--- config.mk ---
export PLATFORM = sky130hd
export DESIGN_NAME = sb_irq_status
export DESIGN_NICKNAME = d
export VERILOG_FILES = /design/src/rtl/sb_irq_pkg.sv /design/src/rtl/sb_irq_flag.sv /design/src/rtl/sb_irq_ctl.sv /design/src/rtl/sb_irq_line.sv /design/src/rtl/sb_irq_status.sv
export SDC_FILE = /design/constraint.sdc
export NUM_CORES = 1
export LEC_CHECK = 0
export CORE_MARGIN = 3
export CORE_UTILIZATION = 20
export DETAILED_ROUTE_END_ITERATION = 6
export PLACE_DENSITY = 0.94
export SETUP_SLACK_MARGIN = 0.02
export SLEW_MARGIN = 20
export SYNTH_ARGS = -nofsm -noshare
export SYNTH_HDL_FRONTEND = slang
export SYNTH_SLANG_ARGS = --single-unit
--- constraint.sdc ---
create_clock -name clk -period 1.3 [get_ports clk]
set_input_delay 0.325 -clock clk [delete_from_list [all_inputs] [get_ports clk]]
set_output_delay 0.325 -clock clk [all_outputs]
set_load 0.05 [all_outputs]
--- src/rtl/sb_irq_pkg.sv ---
// Shared definitions for the serial-controller interrupt status block.
// Assumes the four flags occupy consecutive status bits starting at FLAG_BASE.
package sb_irq_pkg;

    localparam int NUM_FLAGS = 4;
    localparam int FLAG_BASE = 7;

    // Flag index within the live field; position in status = FLAG_BASE + index.
    typedef enum logic [1:0] {
        FLG_ACCERR  = 2'd0,
        FLG_BUSFREE = 2'd1,
        FLG_ADDR    = 2'd2,
        FLG_UNDER   = 2'd3
    } flag_id_e;

    // Per-flag control: set request, conditional clear, dominant forced clear.
    typedef struct packed {
        logic set;
        logic clr;
        logic kill;
    } flag_ctl_t;

    function automatic int flag_pos(input flag_id_e id);
        return FLAG_BASE + int'(id);
    endfunction

endpackage

--- src/rtl/sb_irq_flag.sv ---
// One sticky status flag.
// Priority: kill (forced clear) > set > clear > hold.
// Assumes set/clr/kill are already qualified by the decode stage.
module sb_irq_flag (
    input  logic                  clk,
    input  logic                  rst_n,
    input  sb_irq_pkg::flag_ctl_t ctl_i,
    output logic                  flag_o
);

    logic flag_q;
    logic flag_d;

    // Next-state selection with set-over-clear priority.
    always_comb begin
        flag_d = flag_q;
        if (ctl_i.kill) begin
            flag_d = 1'b0;
        end else if (ctl_i.set) begin
            flag_d = 1'b1;
        end else if (ctl_i.clr) begin
            flag_d = 1'b0;
        end
    end

    // Flag storage with synchronous active-low reset.
    always_ff @(posedge clk) begin
        if (!rst_n) begin
            flag_q <= 1'b0;
        end else begin
            flag_q <= flag_d;
        end
    end

    assign flag_o = flag_q;

endmodule

--- src/rtl/sb_irq_ctl.sv ---
// Decodes bus-engine events and host accesses into set/clear/kill per flag.
// Assumes event inputs are single-cycle pulses and w1c_i is already gated by
// the host write strobe.
module sb_irq_ctl #(
    parameter int N_ALT = 3
) (
    input  logic                                           ctrl_en,
    input  logic                                           uf_shift_empty,
    input  logic                                           uf_txq_empty,
    input  logic                                           uf_bytes_left,
    input  logic                                           match_own,
    input  logic [N_ALT-1:0]                               match_alt,
    input  logic                                           match_gcall,
    input  logic                                           evt_stop,
    input  logic                                           evt_restart,
    input  logic                                           evt_access_err,
    input  logic [sb_irq_pkg::NUM_FLAGS-1:0]               w1c_i,
    input  logic                                           data_wr,
    input  logic                                           addr_irq_en,
    output sb_irq_pkg::flag_ctl_t [sb_irq_pkg::NUM_FLAGS-1:0] ctl_o
);
    import sb_irq_pkg::*;

    logic any_addr_match;
    logic bus_boundary;
    logic underflow_now;

    // Shared event terms.
    always_comb begin
        any_addr_match = match_own | (|match_alt) | match_gcall;
        bus_boundary   = evt_stop | evt_restart;
        underflow_now  = uf_shift_empty & uf_txq_empty & uf_bytes_left;
    end

    // Per-flag clear rules.
    always_comb begin
        ctl_o = '0;

        ctl_o[FLG_UNDER].set  = underflow_now;
        ctl_o[FLG_UNDER].clr  = data_wr;
        ctl_o[FLG_UNDER].kill = ~ctrl_en;

        ctl_o[FLG_ADDR].set   = any_addr_match;
        ctl_o[FLG_ADDR].clr   = addr_irq_en ? w1c_i[FLG_ADDR] : bus_boundary;

        ctl_o[FLG_BUSFREE].set = evt_stop;
        ctl_o[FLG_BUSFREE].clr = w1c_i[FLG_BUSFREE];

        ctl_o[FLG_ACCERR].set = evt_access_err;
        ctl_o[FLG_ACCERR].clr = w1c_i[FLG_ACCERR];
    end

endmodule

--- src/rtl/sb_irq_line.sv ---
// Masks the status word with the enables and registers the OR as the
// interrupt request. Assumes status and enable words have equal width.
module sb_irq_line #(
    parameter int W = 16
) (
    input  logic         clk,
    input  logic         rst_n,
    input  logic [W-1:0] status_i,
    input  logic [W-1:0] enable_i,
    output logic         irq_o
);

    logic [W-1:0] masked;
    logic         irq_q;

    // Combine every enabled, set flag.
    always_comb begin
        masked = status_i & enable_i;
    end

    // Register the request one cycle behind the status.
    always_ff @(posedge clk) begin
        if (!rst_n) begin
            irq_q <= 1'b0;
        end else begin
            irq_q <= |masked;
        end
    end

    assign irq_o = irq_q;

endmodule

--- src/rtl/sb_irq_status.sv ---
// Raw interrupt status register of a two-wire serial bus controller.
// Holds four sticky flags at fixed bit positions, applies each flag's own
// clear rule and drives one registered interrupt line.
// Assumes STAT_W covers FLAG_BASE + NUM_FLAGS bits.
module sb_irq_status #(
    parameter int STAT_W = 16,
    parameter int N_ALT  = 3
) (
    input  logic              clk,
    input  logic              rst_n,
    input  logic              ctrl_en,
    input  logic              uf_shift_empty,
    input  logic              uf_txq_empty,
    input  logic              uf_bytes_left,
    input  logic              match_own,
    input  logic [N_ALT-1:0]  match_alt,
    input  logic              match_gcall,
    input  logic              evt_stop,
    input  logic              evt_restart,
    input  logic              evt_access_err,
    input  logic              host_wr,
    input  logic [STAT_W-1:0] host_wdata,
    input  logic              data_wr,
    input  logic [STAT_W-1:0] irq_en,
    output logic [STAT_W-1:0] status,
    output logic              irq
);
    import sb_irq_pkg::*;

    localparam int LIVE_LO = FLAG_BASE;
    localparam int ADDR_EN_BIT = FLAG_BASE + int'(FLG_ADDR);

    logic [NUM_FLAGS-1:0]            w1c;
    logic [NUM_FLAGS-1:0]            flag_q;
    flag_ctl_t [NUM_FLAGS-1:0]       ctl;
    logic                            unused_wdata;

    // Host write-1-to-clear bits for the live field.
    always_comb begin
        w1c = host_wr ? host_wdata[LIVE_LO +: NUM_FLAGS] : '0;
    end

    // Bits outside the live field are write-ignored.
    assign unused_wdata = ^host_wdata;

    sb_irq_ctl #(
        .N_ALT(N_ALT)
    ) ctl_i (
        .ctrl_en        (ctrl_en),
        .uf_shift_empty (uf_shift_empty),
        .uf_txq_empty   (uf_txq_empty),
        .uf_bytes_left  (uf_bytes_left),
        .match_own      (match_own),
        .match_alt      (match_alt),
        .match_gcall    (match_gcall),
        .evt_stop       (evt_stop),
        .evt_restart    (evt_restart),
        .evt_access_err (evt_access_err),
        .w1c_i          (w1c),
        .data_wr        (data_wr),
        .addr_irq_en    (irq_en[ADDR_EN_BIT]),
        .ctl_o          (ctl)
    );

    // One flag cell per live status bit.
    for (genvar gi = 0; gi < NUM_FLAGS; gi++) begin : g_flag
        sb_irq_flag flag_i (
            .clk    (clk),
            .rst_n  (rst_n),
            .ctl_i  (ctl[gi]),
            .flag_o (flag_q[gi])
        );
    end

    // Place the live flags into the status word; other bits are zero.
    always_comb begin
        status = '0;
        status[LIVE_LO +: NUM_FLAGS] = flag_q;
    end

    sb_irq_line #(
        .W(STAT_W)
    ) line_i (
        .clk      (clk),
        .rst_n    (rst_n),
        .status_i (status),
        .enable_i (irq_en),
        .irq_o    (irq)
    );

endmodule

==> results.sh <==
export IMPL_rsz0062_at_grt="false"
export IMPL_critical_path_class="reg2out"
export IMPL_firstDrtPassIters=2
export IMPL_synth_area_leaders="buf_4 37%, dfxtp_1 31%, a21oi_1 6.2%"
export IMPL_finClkSkew_ns=0.0002123
export IMPL_diodes=0
export IMPL_hold_worst_slack_ns=0.5203
export IMPL_grt_first_pass_wirelength_mm=1.166
export IMPL_start_kind="register"
export IMPL_critPathSlowestCell="dfxtp_1"
export IMPL_post_dp_cell_area_um2=584.3
export IMPL_port_buffers=27
export IMPL_final_util=0.4315
export IMPL_worstPathRequired_ns=0.98
export IMPL_core_area_um2=1415
export IMPL_final_cell_count_no_fill=83
export IMPL_grt_overflow=0
export IMPL_dp_hpwl_um=769.9
export IMPL_cts_resized=0
export IMPL_drv_slew=0
export IMPL_nNetsFinal=117
export IMPL_yosysSeqAreaShare=0.3089
export IMPL_vias=326
export IMPL_worstSetupEndpointType="output pin"
export IMPL_totalWireLength_um=849
export IMPL_drc_errors=0
export IMPL_regArea_um2=100.1
export IMPL_clock_latency_ns=0.24
export IMPL_cts_buffers=3
export IMPL_fmax_mhz=892.5
export IMPL_synth_seq_cells=5
export IMPL_worstPathCellList="buf_12"
export IMPL_htree_levels=1
export IMPL_crit_family="flip-flops"
export IMPL_areaGrowthSynthToFinish_pct=88.42
export IMPL_tns_ns=0
export IMPL_drv_cap=0
export IMPL_clock_path_buffers=2
export IMPL_layout_drive_gt1_share=0.1176
export IMPL_post_route_period_util=0.8619
export IMPL_grt_max_degree=5
export IMPL_power_total_uw=588.9
export IMPL_numClockSinks=5
export IMPL_arrival_ns=0.80
export IMPL_drt_iter0_markers=1
export IMPL_peakVddDrop_v=0.0004626
export IMPL_fin_crit_ns=1.120
export IMPL_finalSetupViolCount=0
export IMPL_first_global_vias=331
export IMPL_hp_class="reg2reg"
export IMPL_antenna_found_initial=0
export IMPL_critPathMaxFanout=3
export IMPL_yosysUniqueCellTypes=13
export IMPL_setup_slack_ns=0.1796
export IMPL_num_fill_cells=148
export IMPL_cts_tree="done"
export IMPL_multi_input_area_um2=141.4
export IMPL_p_per_area_nw_per_um2=964.5
export IMPL_slowest_delay_ns=0.39
export IMPL_vias_per_cell=3.928
export IMPL_cts_setup_buffers=0
export IMPL_die_area_um2=2139
export IMPL_root_buffer="clkbuf_4"
export IMPL_initial_core_util=0.2290
export IMPL_clkTransAtPathRegs_ns=0.04
export IMPL_ys_warnings_count=0
export IMPL_place_ws_ns=0.05158
export IMPL_synth_top_cell_area_share=0.3707
export IMPL_io_pins=65
export IMPL_grtUsageTotal=0.08070
export IMPL_die_h_um=46.25
export IMPL_netlist_instances=42
export IMPL_status="complete, no violations"
export IMPL_p_leak_nw=0.2608
export IMPL_netlist_area_um2=324.1
export IMPL_antenna_left=0
export IMPL_yosysTopAreaCell="buf_4"
export IMPL_design_area_um2=610.6
export IMPL_postSynthAreaPerCell_um2=7.716
export IMPL_gp_congestion=0.6348
export IMPL_cts_hold_buf=0
export IMPL_die_w_um=46.25
export IMPL_path_buf_inv=1
export IMPL_hold_viol=0
export IMPL_row_count=13
export IMPL_place_inst=79
export IMPL_wl_per_cell_um=10.23
## Yosys cell counts
master    instances
buf_4            16
dfxtp_1           5
a21oi_1           4
nor2_1            4
nand2_1           3
a22oi_1           2
nand3_1           2
a31oi_1           1
conb_1            1
inv_1             1
nand2b_1          1
nor3_1            1
o211ai_1          1
## cells by family after synthesis
kind of cell	after synthesis	share of synthesized area
compound gates	8	0.1506
buf+inv	17	0.3822
flops	5	0.3089
other cells	1	0.01157
simple gates	11	0.1467
## worst paths after layout
check	from	to	slack [ns]	depth (start not counted)
min reg2reg	g_flag[3].flag_i.flag_o$_SDFFE_PN0P_	g_flag[3].flag_i.flag_o$_SDFFE_PN0P_	0.52	2
min	g_flag[3].flag_i.flag_o$_SDFFE_PN0P_	g_flag[3].flag_i.flag_o$_SDFFE_PN0P_	0.52	2
max	g_flag[2].flag_i.flag_o$_SDFFE_PN0P_	status[9]	0.18	1
max reg2reg	g_flag[0].flag_i.flag_o$_SDFFE_PN0P_	line_i.irq_o$_SDFF_PN0_	0.57	2
## flip-flops by register name (all words and copies together), names as in the netlist
signal	flops
g_flag.flag_i.flag_o	4
line_i.irq_o	1
## power breakdown
group	switching (mW)	internal [mW]
logic	0.133	0.101
registers	0.0107	0.163
clock network	0.0650	0.116
total	0.208	0.381
## cell type report
cell class	count	share of cell area
repair buffers	27	0.5246
multi-input cells	31	0.2316
flip-flops and latches	5	0.1639
clock buffers	4	0.04303
well taps	15	0.03074
inverters	1	0.006148
## cell usage in the layout, fill, tap and decap left out, types with 2 or more instances in the layout
cell,Yosys,final
nand3_1,2,2
nor2_1,4,4
a21oi_1,4,4
clkdlybuf4s50_1,0,22
conb_1,1,12
dfxtp_1,5,5
clkbuf_4,0,3
a22oi_1,2,2
buf_12,0,5
nand2_1,3,3
## metal layers
layer / GRT usage / routed length [um] / up-vias
met2: 0.1346 / 470 / 22
met1: 0.06928 / 250 / 142
met5: 0 / 0 / -
met3: 0.07813 / 129 / 0
met4: 0.01705 / 0 / 0
li1: - / - / 162
Power figures use the tool's default switching activity.
